==> src/rtl/cla2_pkg.sv <==
package cla2_pkg;
    localparam int ADD_WIDTH_DEF = 16;
    localparam int SLICE_W_DEF   = 4;
endpackage

==> src/rtl/cla2_bit_terms.sv <==
module cla2_bit_terms #(
    parameter int N = 4
) (
    input  logic [N-1:0] a,
    input  logic [N-1:0] b,
    output logic [N-1:0] gen,
    output logic [N-1:0] prop
);
    // Stage 1: per-bit generate and propagate (propagate uses OR form)
    always_comb begin
        for (int i = 0; i < N; i++) begin
            gen[i]  = a[i] & b[i];
            prop[i] = a[i] | b[i];
        end
    end
endmodule

==> src/rtl/cla2_carry_net.sv <==
module cla2_carry_net #(
    parameter int N = 4
) (
    input  logic [N-1:0] gen,
    input  logic [N-1:0] prop,
    input  logic         cin,
    output logic [N:0]   carry
);
    // Flattened sum-of-products: every carry is built directly from the
    // generate/propagate terms and cin, never from a lower computed carry.
    always_comb begin
        logic acc;
        logic term;
        carry[0] = cin;
        for (int j = 0; j < N; j++) begin
            acc = 1'b0;
            for (int k = -1; k <= j; k++) begin
                term = (k < 0) ? cin : gen[k];
                for (int m = k + 1; m <= j; m++) begin
                    term = term & prop[m];
                end
                acc = acc | term;
            end
            carry[j+1] = acc;
        end
    end

    // The flat form must agree with the recursive carry rule at every bit
    always_comb begin
        for (int j = 0; j < N; j++) begin
            AST_CARRY_RULE: assert (carry[j+1] == (gen[j] | (prop[j] & carry[j])))
                else $error("carry rule broken at position %0d", j);
        end
    end
endmodule

==> src/rtl/cla2_slice_summary.sv <==
module cla2_slice_summary #(
    parameter int N = 4
) (
    input  logic [N-1:0] gen,
    input  logic [N-1:0] prop,
    output logic         s_prop,
    output logic         s_gen
);
    always_comb begin
        logic term;
        s_prop = &prop;
        s_gen  = 1'b0;
        for (int k = 0; k < N; k++) begin
            term = gen[k];
            for (int m = k + 1; m < N; m++) begin
                term = term & prop[m];
            end
            s_gen = s_gen | term;
        end
    end
endmodule

==> src/rtl/cla2_slice.sv <==
module cla2_slice #(
    parameter int W = 4
) (
    input  logic [W-1:0] a,
    input  logic [W-1:0] b,
    input  logic         ci,
    output logic [W-1:0] s,
    output logic         sp,
    output logic         sg
);
    localparam int EW = W + 1;

    logic [W-1:0] gen;
    logic [W-1:0] prop;
    logic [W:0]   carry;
    logic [W:0]   chk_total;
    logic [W:0]   chk_nocin;

    cla2_bit_terms #(.N(W)) u_terms (
        .a    (a),
        .b    (b),
        .gen  (gen),
        .prop (prop)
    );

    cla2_carry_net #(.N(W)) u_carry (
        .gen   (gen),
        .prop  (prop),
        .cin   (ci),
        .carry (carry)
    );

    cla2_slice_summary #(.N(W)) u_summary (
        .gen    (gen),
        .prop   (prop),
        .s_prop (sp),
        .s_gen  (sg)
    );

    assign s = a ^ b ^ carry[W-1:0];

    always_comb begin
        chk_total = {1'b0, a} + {1'b0, b} + EW'(ci);
        chk_nocin = {1'b0, a} + {1'b0, b};
        AST_SLICE_SUM: assert ({carry[W], s} == chk_total)
            else $error("slice sum mismatch");
        AST_SLICE_GEN: assert (sg == chk_nocin[W])
            else $error("slice generate mismatch");
        if (sp && !sg) begin
            AST_SLICE_PASS: assert (carry[W] == ci)
                else $error("propagating slice did not pass carry");
        end
    end
endmodule

==> src/rtl/cla2_adder16.sv <==
module cla2_adder16
    import cla2_pkg::*;
#(
    parameter int WIDTH   = ADD_WIDTH_DEF,
    parameter int SLICE_W = SLICE_W_DEF
) (
    input  logic [WIDTH-1:0]           op_a,
    input  logic [WIDTH-1:0]           op_b,
    input  logic                       carry_in,
    output logic [WIDTH-1:0]           sum,
    output logic                       carry_out,
    output logic [WIDTH/SLICE_W-1:0]   slice_prop,
    output logic [WIDTH/SLICE_W-1:0]   slice_gen
);
    localparam int NSL = WIDTH / SLICE_W;
    localparam int FW  = WIDTH + 1;

    logic [NSL:0]   slice_cin;
    logic [WIDTH:0] chk_full;

    // Stage 3: second-level lookahead over the slice summaries
    cla2_carry_net #(.N(NSL)) u_level2 (
        .gen   (slice_gen),
        .prop  (slice_prop),
        .cin   (carry_in),
        .carry (slice_cin)
    );

    // Stage 2: one lookahead slice per group of SLICE_W bits
    for (genvar k = 0; k < NSL; k++) begin : g_slice
        cla2_slice #(.W(SLICE_W)) u_sl (
            .a  (op_a[k*SLICE_W +: SLICE_W]),
            .b  (op_b[k*SLICE_W +: SLICE_W]),
            .ci (slice_cin[k]),
            .s  (sum[k*SLICE_W +: SLICE_W]),
            .sp (slice_prop[k]),
            .sg (slice_gen[k])
        );
    end

    assign carry_out = slice_cin[NSL];

    always_comb begin
        chk_full = {1'b0, op_a} + {1'b0, op_b} + FW'(carry_in);
        AST_TOP_SUM: assert (sum == chk_full[WIDTH-1:0])
            else $error("sum mismatch");
        AST_TOP_COUT: assert (carry_out == chk_full[WIDTH])
            else $error("carry-out mismatch");
        for (int k = 1; k < NSL; k++) begin
            AST_SLICE_ENTRY: assert (slice_cin[k] ==
                    (chk_full[k*SLICE_W] ^ op_a[k*SLICE_W] ^ op_b[k*SLICE_W]))
                else $error("carry into slice %0d wrong", k);
        end
        if ((&slice_prop) && !(|slice_gen)) begin
            AST_ALL_PASS: assert (carry_out == carry_in)
                else $error("full propagate did not pass carry-in");
        end
    end
endmodule

==> config.mk <==
export PLATFORM = sky130hd
export DESIGN_NAME = cla2_adder16
export DESIGN_NICKNAME = d
export VERILOG_FILES = /design/src/rtl/cla2_pkg.sv /design/src/rtl/cla2_bit_terms.sv /design/src/rtl/cla2_carry_net.sv /design/src/rtl/cla2_slice_summary.sv /design/src/rtl/cla2_slice.sv /design/src/rtl/cla2_adder16.sv
export SDC_FILE = /design/constraint.sdc
export NUM_CORES = 1
export LEC_CHECK = 0
export ABC_AREA = 1
export BUFFER_PORTS_ARGS = -buffer_cell sky130_fd_sc_hd__buf_4
export CORE_ASPECT_RATIO = 0.75
export CORE_MARGIN = 1.5
export CORE_UTILIZATION = 45
export DETAILED_ROUTE_END_ITERATION = 12
export GPL_TIMING_DRIVEN = 0
export PLACE_DENSITY_LB_ADDON = 0.3
export SLEW_MARGIN = 5
export SYNTH_ARGS = -nofsm -noshare
export SYNTH_HDL_FRONTEND = slang
export SYNTH_HIERARCHICAL = 1
export SYNTH_SLANG_ARGS = --single-unit
==> constraint.sdc <==
create_clock -name vclk -period 1.9
set_input_delay 0.285 -clock vclk [all_inputs]
set_output_delay 0.285 -clock vclk [all_outputs]
set_load 0.01 [all_outputs]
=== After elaboration in Yosys (flattened, before gate mapping) ===
Cells that the tools add are included.
W data, S select, Z words.

* Register bits: 0
* Input bits: 33
* Output and inout bits: 25

* Bitwise logic cells: 132
* Reduce and logical (&&, ||, !) cells: 4

{| class="wikitable"
|+ Operators with widths
! operator !! number
|-
| $and A1 B1 Y1 || 62
|-
| $or A1 B1 Y1 || 62
|-
| $xor A4 B4 Y4 || 8
|-
| $reduce_and A4 Y1 || 4
|}

=== Longest topological paths before layout ===
* Depth after elaboration: 19
* Mapped depth: 13
* Gate-level depth less buffers: 13

=== By module ===
Netlist, hierarchy kept.

{| class="wikitable"
|+ By module, submodules not included
! module !! times used !! cells each !! area each (sq um) !! seq. area each (sq um)
|-
| cla2_slice || 4 || 36 || 140.1 || 0.0
|-
| cla2_carry_net || 5 || 11 || 65.1 || 0.0
|-
| cla2_bit_terms || 4 || 20 || 75.1 || 0.0
|-
| cla2_slice_summary || 4 || 10 || 41.3 || 0.0
|}

=== Worst setup path after synthesis ===
Ideal clock, no wire load.

* Path kind: in2out
* Start: input port op_a[1]
* End: output port sum[10]
* Arrival time: 1.577 ns
* Setup slack: 0.038 ns
* Stages on the path: 13
* Buffers on the path: 0
* Cells stage by stage: inv_1 -> nand2_1 -> nand2_1 -> nand2_2 -> nand2_1 -> nand2_1 -> a21o_1 -> a21o_1 -> a21o_1 -> a21o_1 -> inv_1 -> nand2_1 -> nand2_1

* Longest elaborated chain between the ends: 15

{| class="wikitable"
|+ RTL lines
! what !! line !! text
|-
| from (decl) || cla2_adder16.sv:7 || <nowiki>input logic [WIDTH-1:0] op_a,</nowiki>
|-
| $or A1 B1 Y1 || cla2_bit_terms.sv:13 || <nowiki>prop[i] = a[i] | b[i];</nowiki>
|-
| via g_slice[0].u_sl.prop[1] || cla2_slice.sv:14 || <nowiki>logic [W-1:0] prop;</nowiki>
|-
| $and A1 B1 Y1 (3 in a row) || -- ||
|-
| $or A1 B1 Y1 (3 in a row) || cla2_slice_summary.sv:18 || <nowiki>s_gen = s_gen | term;</nowiki>
|-
| via slice_gen[0] || cla2_adder16.sv:13 || <nowiki>output logic [WIDTH/SLICE_W-1:0] slice_gen</nowiki>
|-
| $and A1 B1 Y1 || cla2_carry_net.sv:20 || <nowiki>term = term & prop[m];</nowiki>
|-
| $or A1 B1 Y1 (2 in a row) || cla2_carry_net.sv:22 || <nowiki>acc = acc | term;</nowiki>
|-
| via slice_cin[2] || cla2_adder16.sv:18 || <nowiki>logic [NSL:0] slice_cin;</nowiki>
|-
| $and A1 B1 Y1 || cla2_carry_net.sv:20 ||
|-
| $and A1 B1 Y1 || -- ||
|-
| $or A1 B1 Y1 (2 in a row) || cla2_carry_net.sv:22 ||
|-
| via g_slice[2].u_sl.carry[2] || cla2_slice.sv:15 || <nowiki>logic [W:0] carry;</nowiki>
|-
| $xor A4 B4 Y4 || cla2_slice.sv:40 || <nowiki>assign s = a ^ b ^ carry[W-1:0];</nowiki>
|-
| to (decl) || cla2_adder16.sv:10 || <nowiki>output logic [WIDTH-1:0] sum,</nowiki>
|}

The timed path passes the listed nets, and every way through them passes these cells.

=== Worst setup path in the final report ===
* Start: input port op_a[3]
* End: output port sum[10]

* Longest elaborated chain between the ends: 13

{| class="wikitable"
|+ RTL lines
! what !! line
|-
| $or A1 B1 Y1 (*) || cla2_bit_terms.sv:13
|-
| via g_slice[0].u_sl.prop[3] || cla2_slice.sv:14
|-
| $and A1 B1 Y1 || --
|-
| $or A1 B1 Y1 (3 in a row) || cla2_slice_summary.sv:18
|-
| $and A1 B1 Y1 || cla2_carry_net.sv:20
|-
| $or A1 B1 Y1 (*) (2 in a row) || cla2_carry_net.sv:22
|-
| via slice_cin[2] || cla2_adder16.sv:18
|-
| $and A1 B1 Y1 (*) || cla2_carry_net.sv:20
|-
| $and A1 B1 Y1 (*) || --
|-
| $or A1 B1 Y1 (*) (2 in a row) || cla2_carry_net.sv:22
|-
| via g_slice[2].u_sl.carry[2] || cla2_slice.sv:15
|-
| $xor A4 B4 Y4 (*) || cla2_slice.sv:40
|}

Mark *: on every way through the listed nets, which the timed path passes. The rest lies on a longest branch.

==> results.md <==
* Worst Hold Class: input port to output pin
* Largest net degree at the start of global routing at 6
* Status: finished with violations
* Final Hold Fails at 0
* First-pass GRT wire length at 5.49 mm
* 1st-pass router iterations at 4
* Via count at 1,825
* Initial DRC count at 71
* Area taken by multi-input logic gates at 977 µm²
* Slew Viols, Final at 0
* Die Y at 49.7 µm
* Core box area at 2680 µm²
* RSZ-0062 raised after global routing: true
* Die area at 3240 µm²
* Reg area at 0 µm²
* # DRC at 0
* Highest clock rate at 502 MHz
* Syn. warnings at 6
* Buffers on Ports at 58
* Setup ws final at -0.0934 ns
* Gpl congestion at 0.747
* Max_slew headroom at 0.852
* Layout clock buffers at 0
* I/O pins at 58
* Detailed-route vias per instance at 4.33
* Rows at 16
* Pwr/cell area at 301 nW/µm²
* Worst slew pin tran at 0.221 ns
* Filler Cells Inserted at 228
* Post-synth design cell area at 1310 µm²
* Max_cap viols at 0
* Maximum vdd ir drop at 160 µV
* Syn Area/Cell at 4.25 µm²
* Failing checks: setup timing
* Startpoint types: input port
* Grt peak-use layer: met2
* Routed WL at 3.46 mm
* Setup Crit Path Kind: input port to output pin
* Cells along the critical path: buf_8 > inv_4 > nand2_4 > a21oi_2 > nand2_2 > a21o_1 > a21o_1 > a21o_1 > a21o_1 > inv_1 > nand2_1 > nand2_1 > buf_6
* Cts-stage hold buffer count at 0
* Routing usage on met3 at 0.00913
* Period Utilization, post-route at 1.05
* N_diodes at 0
* Leak at 1.60 nW
* Post-DP Area at 1790 µm²
* Area grow syn2layout at 63.3%
* Met1 GRT Util at 0.238
* WL per Instance at 8.21 µm
* Post-detail-place hpwl at 2.45 mm
* Cell mode on critical path: a21o_1
* Total gr overflow at 0
* Syn Nets at 340
* Crit. End Element: output pin
* M2 GR Usage at 0.396
* Layout cell share with drive strength beyond 1 at 0.371
* Initial core utilization at 0.487
* GR Util All Layers at 0.196
* Max FO, Critical Path at 4
* Vias in the first global route at 1,524
* Cells after Synth at 307
* Die Span X at 65.2 µm
* Fin nets at 420
* Critical Path RT at 1.62 ns
* Bufs and invs on worst path at 4
* Hold slack at 0.965 ns
* ANT nets after route at 0
* Seq cells at 0
* Worst path top cell family by delay: compound AO/OA/AOI/OAI gates
* Initial antenna violation count at 0
* Arrival time worst endpoint at 1.71 ns
* Slowest-stage cell, CP: a21o_1
* Period minus WS final at 1.99 ns
* CP max stage delay at 0.20 ns
* Post-route cell area at 2130 µm²
* Final setup fails at 5
-- cell usage in the layout (no fill, tap or decap), drive strengths merged --
cell   instances
nand2        143
inv          110
buf           83
nand3         21
a21o          10
nand4         10
nor2           4
a21oi          4
-- metal layers --
layer  up-vias  part of all wire  wire (µm)
met5         -                 0          0
met4         0            0.0029         10
met3         2             0.037        127
met2        35              0.51       1760
met1       761              0.45       1560
li1       1027                 -          -
-- final timing paths --
| path | start | slack, ns | depth (start not counted) | endpoint |
|---|---|---|---|---|
| setup / recovery | op_a[3] | -0.09 | 13 | sum[10] |
| hold / removal | op_a[0] | 0.97 | 5 | sum[0] |
-- metrics by stage --
| stage | utilization | TNS, ns | setup slack (ns) | instances | power (mW) |
|---|---|---|---|---|---|
| 2_1_floorplan | - | 0 | 0.0375 | 307 | 0.304 |
| 3_3_place_gp | 0.666 | -0.595 | -0.241 | 401 | 0.509 |
| 3_5_place_dp | 0.666 | -0.733 | -0.252 | 401 | 0.520 |
| 4_1_cts | 0.742 | -0.321 | -0.0802 | 415 | 0.589 |
| 5_1_grt | 0.795 | -1.09 | -0.201 | 421 | 0.714 |
| 6_report | 0.795 | -0.263 | -0.0934 | 421 | 0.642 |
-- report_power, final --
part / leakage [nW] / internal [mW] / switching [mW]
clock network: 0 / 0 / 0
registers: 0 / 0 / 0
logic: 1.60 / 0.324 / 0.318
-- timing repair --
| item | 4_1_cts | 5_1_grt |
|---|---|---|
| setup buffers | 14 | 8 |
| resized for setup | 39 | 43 |
| pin swaps | 20 | 32 |
| endpoints found under the setup margin | 8 | 11 |
-- cell type report --
type,instances,area share
Timing Repair Buffer,78,0.303
Tap cell,36,0.0211
Multi-Input combinational cell,192,0.458
Inverter,110,0.201
Buffer,5,0.0176
Note: power is estimated with default switching activity, not from simulation.
